===== src/rtl/mgpio_pkg.sv =====
package mgpio_pkg;

    localparam int DATA_W = 32;
    localparam int BE_W   = DATA_W / 8;
    localparam int ADDR_W = 6;

    typedef enum logic [ADDR_W-1:0] {
        OFF_DIR   = 6'h00,
        OFF_MASK  = 6'h04,
        OFF_PIN   = 6'h08,
        OFF_MPORT = 6'h0C,
        OFF_PORT  = 6'h10,
        OFF_SET   = 6'h14,
        OFF_CLR   = 6'h18,
        OFF_TGL   = 6'h1C,
        OFF_IEN   = 6'h20,
        OFF_IMODE = 6'h24,
        OFF_IPOL  = 6'h28,
        OFF_ISTAT = 6'h2C,
        OFF_GEN   = 6'h30,
        OFF_GPOL  = 6'h34,
        OFF_GCTL  = 6'h38
    } reg_off_e;

    typedef enum logic {
        GRP_ANY = 1'b0,
        GRP_ALL = 1'b1
    } grp_mode_e;

    // One-hot write select, one field per writable register
    typedef struct packed {
        logic dir;
        logic mask;
        logic mport;
        logic port;
        logic set;
        logic clr;
        logic tgl;
        logic ien;
        logic imode;
        logic ipol;
        logic istat;
        logic gen;
        logic gpol;
        logic gctl;
    } wsel_t;

    // Expand byte strobes into a bit mask
    function automatic logic [DATA_W-1:0] strobe_bits(input logic [BE_W-1:0] be);
        logic [DATA_W-1:0] m;
        m = '0;
        for (int b = 0; b < BE_W; b++) begin
            m[8*b +: 8] = {8{be[b]}};
        end
        return m;
    endfunction

    function automatic reg_off_e word_off(input logic [ADDR_W-1:0] addr);
        return reg_off_e'({addr[ADDR_W-1:2], 2'b00});
    endfunction

    function automatic wsel_t decode_write(input logic hit, input logic [ADDR_W-1:0] addr);
        wsel_t w;
        w = '0;
        if (hit) begin
            case (word_off(addr))
                OFF_DIR:   w.dir   = 1'b1;
                OFF_MASK:  w.mask  = 1'b1;
                OFF_MPORT: w.mport = 1'b1;
                OFF_PORT:  w.port  = 1'b1;
                OFF_SET:   w.set   = 1'b1;
                OFF_CLR:   w.clr   = 1'b1;
                OFF_TGL:   w.tgl   = 1'b1;
                OFF_IEN:   w.ien   = 1'b1;
                OFF_IMODE: w.imode = 1'b1;
                OFF_IPOL:  w.ipol  = 1'b1;
                OFF_ISTAT: w.istat = 1'b1;
                OFF_GEN:   w.gen   = 1'b1;
                OFF_GPOL:  w.gpol  = 1'b1;
                OFF_GCTL:  w.gctl  = 1'b1;
                default:   w       = '0;
            endcase
        end
        return w;
    endfunction

endpackage


===== src/rtl/mgpio_sync.sv =====
module mgpio_sync #(
    parameter int WIDTH  = 32,
    parameter int STAGES = 2
) (
    input  logic             clk,
    input  logic             rst,
    input  logic [WIDTH-1:0] d,
    output logic [WIDTH-1:0] q
);

    logic [WIDTH-1:0] stage_q [STAGES];

    always_ff @(posedge clk) begin
        if (rst) begin
            for (int i = 0; i < STAGES; i++) begin
                stage_q[i] <= '0;
            end
        end else begin
            stage_q[0] <= d;
            for (int i = 1; i < STAGES; i++) begin
                stage_q[i] <= stage_q[i-1];
            end
        end
    end

    assign q = stage_q[STAGES-1];

endmodule


===== src/rtl/mgpio_pin_irq.sv =====
module mgpio_pin_irq #(
    parameter int WIDTH = 32
) (
    input  logic             clk,
    input  logic             rst,
    input  logic [WIDTH-1:0] lvl,     // synchronized pin level
    input  logic [WIDTH-1:0] en,
    input  logic [WIDTH-1:0] mode,    // 1 = level, 0 = edge
    input  logic [WIDTH-1:0] pol,     // 1 = rising / high
    input  logic [WIDTH-1:0] clr_w1,  // write-one clear of edge flags
    output logic [WIDTH-1:0] stat,
    output logic [WIDTH-1:0] irq
);

    logic [WIDTH-1:0] prev_q;
    logic [WIDTH-1:0] stat_q;
    logic [WIDTH-1:0] stat_d;

    genvar i;
    generate
        for (i = 0; i < WIDTH; i++) begin : g_bit
            logic hit_edge;
            logic hit_level;
            assign hit_edge  = pol[i] ? (lvl[i] & ~prev_q[i]) : (~lvl[i] & prev_q[i]);
            assign hit_level = ~(lvl[i] ^ pol[i]);
            // Edge flags: new edge wins over a same-cycle clear
            assign stat_d[i] = mode[i] ? (en[i] & hit_level)
                                       : ((stat_q[i] & ~clr_w1[i]) | (en[i] & hit_edge));
        end
    endgenerate

    always_ff @(posedge clk) begin
        if (rst) begin
            prev_q <= '0;
            stat_q <= '0;
        end else begin
            prev_q <= lvl;
            stat_q <= stat_d;
        end
    end

    assign stat = stat_q;
    assign irq  = stat_q & en;

endmodule


===== src/rtl/mgpio_group_irq.sv =====
module mgpio_group_irq
    import mgpio_pkg::*;
#(
    parameter int WIDTH = 32
) (
    input  logic             clk,
    input  logic             rst,
    input  logic [WIDTH-1:0] lvl,
    input  logic [WIDTH-1:0] en,
    input  logic [WIDTH-1:0] pol,
    input  grp_mode_e        mode,
    output logic             irq
);

    logic [WIDTH-1:0] match;
    logic             any_hit;
    logic             all_hit;
    logic             irq_q;

    assign match   = ~(lvl ^ pol);
    assign any_hit = |(en & match);
    assign all_hit = (|en) & (&(~en | match));

    always_ff @(posedge clk) begin
        if (rst) begin
            irq_q <= 1'b0;
        end else begin
            irq_q <= (mode == GRP_ALL) ? all_hit : any_hit;
        end
    end

    assign irq = irq_q;

endmodule


===== src/rtl/mgpio_port.sv =====
module mgpio_port
    import mgpio_pkg::*;
#(
    parameter int WIDTH       = 32,
    parameter int SYNC_STAGES = 2
) (
    input  logic              clk,
    input  logic              rst,
    input  logic              bus_sel,
    input  logic              bus_wr,
    input  logic [ADDR_W-1:0] bus_addr,
    input  logic [DATA_W-1:0] bus_wdata,
    input  logic [BE_W-1:0]   bus_be,
    output logic [DATA_W-1:0] bus_rdata,
    input  logic [WIDTH-1:0]  pin_in,
    output logic [WIDTH-1:0]  pin_out,
    output logic [WIDTH-1:0]  pin_oe,
    output logic [WIDTH-1:0]  irq_pin,
    output logic              irq_grp
);

    wsel_t             we;
    logic [DATA_W-1:0] bm_full;
    logic [WIDTH-1:0]  bm;
    logic [WIDTH-1:0]  wd;

    logic [WIDTH-1:0]  dir_q, mask_q, port_q, port_d;
    logic [WIDTH-1:0]  ien_q, imode_q, ipol_q, gen_q, gpol_q;
    grp_mode_e         gctl_q;

    logic [WIDTH-1:0]  lvl;
    logic [WIDTH-1:0]  istat;
    logic [WIDTH-1:0]  clr_w1;

    assign we      = decode_write(bus_sel & bus_wr, bus_addr);
    assign bm_full = strobe_bits(bus_be);
    assign bm      = bm_full[WIDTH-1:0];
    assign wd      = bus_wdata[WIDTH-1:0];
    assign clr_w1  = we.istat ? (wd & bm) : '0;

    // Output data: whole/masked replacement first, then set, clear, toggle
    always_comb begin
        port_d = port_q;
        if (we.port)  port_d = (port_d & ~bm) | (wd & bm);
        if (we.mport) port_d = (port_d & ~(bm & ~mask_q)) | (wd & bm & ~mask_q);
        if (we.set)   port_d = port_d | (wd & bm);
        if (we.clr)   port_d = port_d & ~(wd & bm);
        if (we.tgl)   port_d = port_d ^ (wd & bm);
    end

    always_ff @(posedge clk) begin
        if (rst) begin
            dir_q   <= '0;
            mask_q  <= '0;
            port_q  <= '0;
            ien_q   <= '0;
            imode_q <= '0;
            ipol_q  <= '0;
            gen_q   <= '0;
            gpol_q  <= '0;
            gctl_q  <= GRP_ANY;
        end else begin
            port_q <= port_d;
            if (we.dir)   dir_q   <= (dir_q   & ~bm) | (wd & bm);
            if (we.mask)  mask_q  <= (mask_q  & ~bm) | (wd & bm);
            if (we.ien)   ien_q   <= (ien_q   & ~bm) | (wd & bm);
            if (we.imode) imode_q <= (imode_q & ~bm) | (wd & bm);
            if (we.ipol)  ipol_q  <= (ipol_q  & ~bm) | (wd & bm);
            if (we.gen)   gen_q   <= (gen_q   & ~bm) | (wd & bm);
            if (we.gpol)  gpol_q  <= (gpol_q  & ~bm) | (wd & bm);
            if (we.gctl && bus_be[0]) gctl_q <= grp_mode_e'(bus_wdata[0]);
        end
    end

    mgpio_sync #(
        .WIDTH  (WIDTH),
        .STAGES (SYNC_STAGES)
    ) u_sync (
        .clk (clk),
        .rst (rst),
        .d   (pin_in),
        .q   (lvl)
    );

    mgpio_pin_irq #(
        .WIDTH (WIDTH)
    ) u_pin_irq (
        .clk    (clk),
        .rst    (rst),
        .lvl    (lvl),
        .en     (ien_q),
        .mode   (imode_q),
        .pol    (ipol_q),
        .clr_w1 (clr_w1),
        .stat   (istat),
        .irq    (irq_pin)
    );

    mgpio_group_irq #(
        .WIDTH (WIDTH)
    ) u_grp_irq (
        .clk  (clk),
        .rst  (rst),
        .lvl  (lvl),
        .en   (gen_q),
        .pol  (gpol_q),
        .mode (gctl_q),
        .irq  (irq_grp)
    );

    // Single-cycle read path
    always_comb begin
        bus_rdata = '0;
        case (word_off(bus_addr))
            OFF_DIR:   bus_rdata[WIDTH-1:0] = dir_q;
            OFF_MASK:  bus_rdata[WIDTH-1:0] = mask_q;
            OFF_PIN:   bus_rdata[WIDTH-1:0] = lvl;
            OFF_MPORT: bus_rdata[WIDTH-1:0] = lvl & ~mask_q;
            OFF_PORT:  bus_rdata[WIDTH-1:0] = port_q;
            OFF_IEN:   bus_rdata[WIDTH-1:0] = ien_q;
            OFF_IMODE: bus_rdata[WIDTH-1:0] = imode_q;
            OFF_IPOL:  bus_rdata[WIDTH-1:0] = ipol_q;
            OFF_ISTAT: bus_rdata[WIDTH-1:0] = istat;
            OFF_GEN:   bus_rdata[WIDTH-1:0] = gen_q;
            OFF_GPOL:  bus_rdata[WIDTH-1:0] = gpol_q;
            OFF_GCTL:  bus_rdata[0]         = gctl_q;
            default:   bus_rdata            = '0;
        endcase
    end

    assign pin_out = port_q;
    assign pin_oe  = dir_q;

endmodule


===== config.mk =====
export PLATFORM = sky130hd
export DESIGN_NAME = mgpio_port
export DESIGN_NICKNAME = d
export VERILOG_FILES = /design/src/rtl/mgpio_pkg.sv /design/src/rtl/mgpio_sync.sv /design/src/rtl/mgpio_pin_irq.sv /design/src/rtl/mgpio_group_irq.sv /design/src/rtl/mgpio_port.sv
export SDC_FILE = /design/constraint.sdc
export NUM_CORES = 1
export LEC_CHECK = 0
export BUFFER_PORTS_ARGS = -buffer_cell sky130_fd_sc_hd__buf_4
export CAP_MARGIN = 20
export CORE_MARGIN = 2
export CORE_UTILIZATION = 59
export DETAILED_ROUTE_END_ITERATION = 7
export PLACE_DENSITY = 0.89
export SYNTH_ARGS = -nofsm -noshare
export SYNTH_HDL_FRONTEND = slang
export SYNTH_SLANG_ARGS = --single-unit

===== constraint.sdc =====
create_clock -name clk -period 4.6 [get_ports clk]
set_input_delay 1.38 -clock clk [delete_from_list [all_inputs] [get_ports clk]]
set_output_delay 1.38 -clock clk [all_outputs]
set_load 0.01 [all_outputs]

# ---- Word level (Yosys, flattened, before mapping)
# Memory sizes are Yosys's and may differ from the RTL's.
# Index checks and enable logic that the tools add are counted.
dict set report totals {
  reg_bits 322
  ramBits 64
  in_bits 78
  output_inout_bits 129
  wordCells 516
  n_memories 1
}
# memory depth word_bits read_ports rd_ports_with_merged_regs wr line
set memory_table {}
lappend memory_table {u_sync.stage_q 2 32 2 0 2 mgpio_sync.sv:11} ;# logic [WIDTH-1:0] stage_q [STAGES];
dict set report op_classes {
  eq_ne 14
  muxes 93
  bitwise_logic 391
  n_reduce_logical 5
}
# operator count
set ops {}
lappend ops {{32-bit bitwise AND} 16}
lappend ops {{32-bit bitwise OR} 11}
lappend ops {{31-bit one-hot mux with 11 select lines} 1}
lappend ops {{32-bit 2-to-1 mux} 8}
lappend ops {{32-bit NOT} 6}
lappend ops {{1-bit bitwise AND} 162}
lappend ops {{1-bit NOT} 128}
lappend ops {{1-bit 2-to-1 mux} 82}
lappend ops {{32-bit OR reduction} 2}
lappend ops {{32-bit bitwise XOR} 2}
lappend ops {{1-bit bitwise OR} 34}
lappend ops {{32-bit AND reduction} 1}
lappend ops {{1-bit bitwise XOR} 32}
lappend ops {{4-bit equality test, second input constant} 7}
lappend ops {{4-bit by 3-bit equality test with 1-bit output, second input constant} 4}
lappend ops {{14-bit 2-to-1 mux} 1}
lappend ops {{1-bit one-hot mux with 12 select lines} 1}
lappend ops {{4-bit by 2-bit equality test with 1-bit output, second input constant} 2}
lappend ops {{4-bit by 1-bit equality test with 1-bit output, second input constant} 1}
lappend ops {{4-bit logical NOT} 1}
lappend ops {{1-bit logical AND} 1}

# ---- Longest topological paths before layout
dict set report logic_depth {
  ltp_word 13
  depth_mapped 10
  depth_no_buf 6
}

# ---- Modules after synthesis
# Synthesis repeated with hierarchy kept, for this count alone.
dict set report unflattened {
  hier_cells 2132
  area_unflattened_um2 19677.6
}
# mod instances cells_each area_each_um2 seq_area_each_um2
set by_module_without_submodules {}
lappend by_module_without_submodules {mgpio_port 1 1542 13713.2 5144.9}
lappend by_module_without_submodules {mgpio_pin_irq 1 299 2992.9 1281.2}
lappend by_module_without_submodules {mgpio_sync 1 167 2158.3 1281.2}
lappend by_module_without_submodules {mgpio_group_irq 1 124 813.3 20.0}

# ---- Least setup slack after synthesis
# Ideal clock, no wire load.
dict set report synth_path {
  path_kind {input port to output port}
  start {input port bus_addr[3]}
  end {output port bus_rdata[2]}
  arrival_time_ns 2.768
  t_required_ns 3.220
  setup_slack_ns 0.452
  stages 7
  n_path_buf 3
  path_cell_list {buf_2 buf_4 nor4_1 buf_2 a22o_1 a221oi_1 nand4_1}
}
dict set report synth_between {
  elab_chain_len 2
  word_cells_on_any_way 12
  classes_between {eq/ne: 10; mux: 1; reduce/logical: 1}
}
# element line
set synth_rtl {}
lappend synth_rtl {{from (decl)} mgpio_port.sv:11} ;# input logic [ADDR_W-1:0] bus_addr,
lappend synth_rtl {{4-bit equality test (tied with other cells)} mgpio_port.sv:114} ;# case (word_off(bus_addr))
lappend synth_rtl {{31-bit one-hot mux with 11 select lines (*)} mgpio_port.sv:114}
lappend synth_rtl {{to (decl)} mgpio_port.sv:14} ;# output logic [DATA_W-1:0] bus_rdata,
# Mark *: on every way between the ends. The rest lies on a longest branch, timed or not.

# ---- Final worst setup path
dict set report layout_path {
  start {input port bus_addr[2]}
  end {output port bus_rdata[6]}
}
# Same word-level chain as after synthesis.

==> impl_summary.txt <==
----------------------------------------------------
[Worst setup path]
  Critical path data required time ... about 3.2 ns
  Critical path capture point type ... output port
  Startpoint Class ... input port
  Highest fanout seen on the critical path ... 15
  Data arrival time of the worst path ... 3.02 ns
  Critical path start-end classification ... in2out

[Clock tree]
  CTS Root Buffer Type ... clkbuf_16
  Clk sinks ... just under 400
  CTS H-tree lvls ... 2
  Post-cts sizing count ... 0
  Clock-pin slew on the worst setup and hold paths ... roughly 0.060 ns
  CTS tree ... yes
  Number of buffers created by CTS ... 42
  Post-CTS setup repair buffer count ... 0
  Source-to-sink clock delay at the later pin of the worst-skew pair ... 0.54 ns
  Post-CTS Hold Fix Bufs ... 0
  Number of buffers between clock root and the deepest sink ... 3

[Power and ir drop]
  PD cells ... roughly 350 nW/um2
  Leakage power of the design ... approximately 7.8 nW
  Highest ir drop seen on vdd ... roughly 0.3 mV

[Floorplanning]
  Die width ... 180.5 um
  Top Ports ... 207
  Die Area ... 32570 um2
  Placeable core region ... 30670 um2
  Cell Rows ... 64
  Die outline height ... between 150 and 200 um
  Initial cell density of the core ... 0.5992

[Logic synthesis]
  Share of the yosys chip area belonging to registers ... 0.4205
  Distinct cells, synth ... 54
  Most area-hungry cell type in the Yosys netlist ... dfxtp_1
  Cell area after synthesis ... between 15000 and 20000 um2
  Synthesized area divided by synthesized cell count ... slightly below 8 um2
  Number of flops mapped to enable cells by yosys ... 0
  Share of async-settable or async-resettable flops after synthesis ... 0
  Synth Warn # ... 0
  Portion of synthesized cell area occupied by the leading cell type ... 0.4205
  Biggest area contributors in the synthesized netlist ... dfxtp_1 42%, nand3_1 8.1%, a21oi_1 5.7%
  Syn Inst Count ... 2310
  Post-Synthesis Net Count ... about 2400
  Flops & latches, synth ... 386
  Commonest cells in the synthesized netlist ... 386 x dfxtp_1, 297 x nand3_1, 234 x nand2_1, 210 x a21oi_1, 191 x nor2_1
  Top FF cell, synth ... dfxtp_1
  Most instantiated library cell after synthesis ... dfxtp_1

[STA]
  Upper clock frequency limit ... 0.2275 GHz
  Final worst path period share ... 0.9555
  Setup violation total in the final timing report ... 0
  Maximum clock skew at final layout ... around 0.011 ns
  Worst setup margin ... 0.2047 ns
  Smallest hold slack ... 0.4357 ns
  Tmin final ... 4.395 ns
  Max-slew violation count ... 0
  Worst Tran Pin Value ... between 1 and 1.5 ns
  Worst slew slack as a fraction of its limit ... 0.2788
  Setup tns final ... 0 ns
  Number of endpoints with negative hold slack in the final report ... 0
  RSZ-0062 raised after global routing ... no

[Routing]
  Total number of vias ... between 15000 and 20000
  Initial drt markers ... 3276
  Remaining number of nets flagged by the antenna check after routing ... 0
  Initial DRT Pass Iterations ... 8
  Total wire length ... between 60000 and 70000 um
  Number of remaining DRC errors ... 7
  Detail-routed net length per standard cell ... around 23 um
  Detail-routed via count per cell ... slightly below 7

[Final layout]
  Synth-to-layout area growth ... 18.45%
  Number of filler cells placed in the layout ... approximately 2300
  Multi-input gate area in the final layout ... ~9600 um2
  Final nets ... ~2500
  Share of final-layout standard cells stronger than drive strength 1 ... 0.1527
  FF/Latch Area ... 7727 um2

[Status]
  Failing checks ... design-rule violations
  Run status ... finished with violations

[Placement]
  Post-DP HPWL ... approximately 42000 um
  Number of I/O port buffers ... a little over 200
  Place WS ... 0.2537 ns
  Gp weighted congestion ... 0.9852

[GRT]
  Via count of the first global-routing pass ... ~19000
  Pin count of the biggest net entering global routing ... between 150 and 200
  Overall global routing resource usage ... 0.3822
  Antenna violations before repair ... 0
  First-pass GRT wire length ... 101600 um
  Overall overflow remaining after global route ... 0

[Hold path]
  Type of the most critical hold path ... reg2reg

[Flow run]
  Max_cap viols ... 0

----------------------------------------------------
## path summary, 6_finish.rpt
check	to	startpoint	slack, ns	cells past startpoint
max	bus_rdata[6]	bus_addr[2]	0.20	8
max reg2reg	u_grp_irq.irq	u_sync.stage_q[0][49]	2.61	6
min	u_sync.stage_q[0][48]	u_sync.stage_q[0][16]	0.44	1
min reg2reg	u_sync.stage_q[0][48]	u_sync.stage_q[0][16]	0.44	1
## placed cells by master (no fill, tap or decap), drive strengths merged, types with 7 or more instances in the layout
master and count:
dfxtp 386, nand3 298, buf 267, nand2 234, a21oi 210, nor2 195, a22oi 104, nor2b 100
inv 75, xor2 60, clkbuf 60, and2 46, o21ai 40, a221oi 39, nand2b 37, nor3 37
a222oi 30, o31ai 27, o221ai 24, o2111ai 23, nand4 22, a22o 18, a311oi 18, mux2i 18
o22ai 16, o211ai 12, nor4 11, mux2 8, clkinv 7
## per-layer routing
layer	routed length [um]	vias up	global-route usage
met4	4090	0	0.2213
met1	22790	8939	0.4803
li1	-	8498	-
met3	8394	406	0.08003
met2	29130	1569	0.6092
met5	0	-	0
## logic make-up after synthesis
family,Yosys count,share of synthesized area
buffers and inverters,271,0.06067
flip-flops,386,0.4205
XOR/XNOR,62,0.02955
multiplexers,26,0.01471
AND/OR/NAND/NOR,990,0.2615
AO/OA/AOI/OAI,575,0.2130
## metrics by stage
stage | std cells | util | power, mW | area [um2]
floorplan | 2310 | - | 3.792 | 18380
global placement | 2776 | 0.6614 | 3.985 | 20280
detailed placement | 2776 | 0.6614 | 3.999 | 20280
CTS | 2851 | 0.7097 | 7.530 | 21760
global route | 2851 | 0.7097 | 7.726 | 21760
finish | 2852 | 0.7097 | 7.554 | 21770
## layout make-up
type | count | area share
Clock buffer | 60 | 0.05742
Multi-Input combinational cell | 1653 | 0.4414
Clock inverter | 15 | 0.01063
Inverter | 74 | 0.01276
Tap cell | 396 | 0.02276
Sequential cell | 386 | 0.3550
Timing Repair Buffer | 267 | 0.09990
Antenna cell | 1 | 0.0001150
## worst max-delay path, stage by stage
cell	delay, ns
buf_4	0.24
nand2_1	0.19
nor2_2	0.30
buf_4	0.38
a22o_1	0.19
a221oi_1	0.05
nand4_1	0.14
buf_4	0.14
## power by group
part | internal, mW | switching, mW
clock | 2.22 | 1.38
sequential | 3.39 | 0.0497
combinational | 0.166 | 0.343
total | 5.78 | 1.77
(Power assumes the default switching activity.)
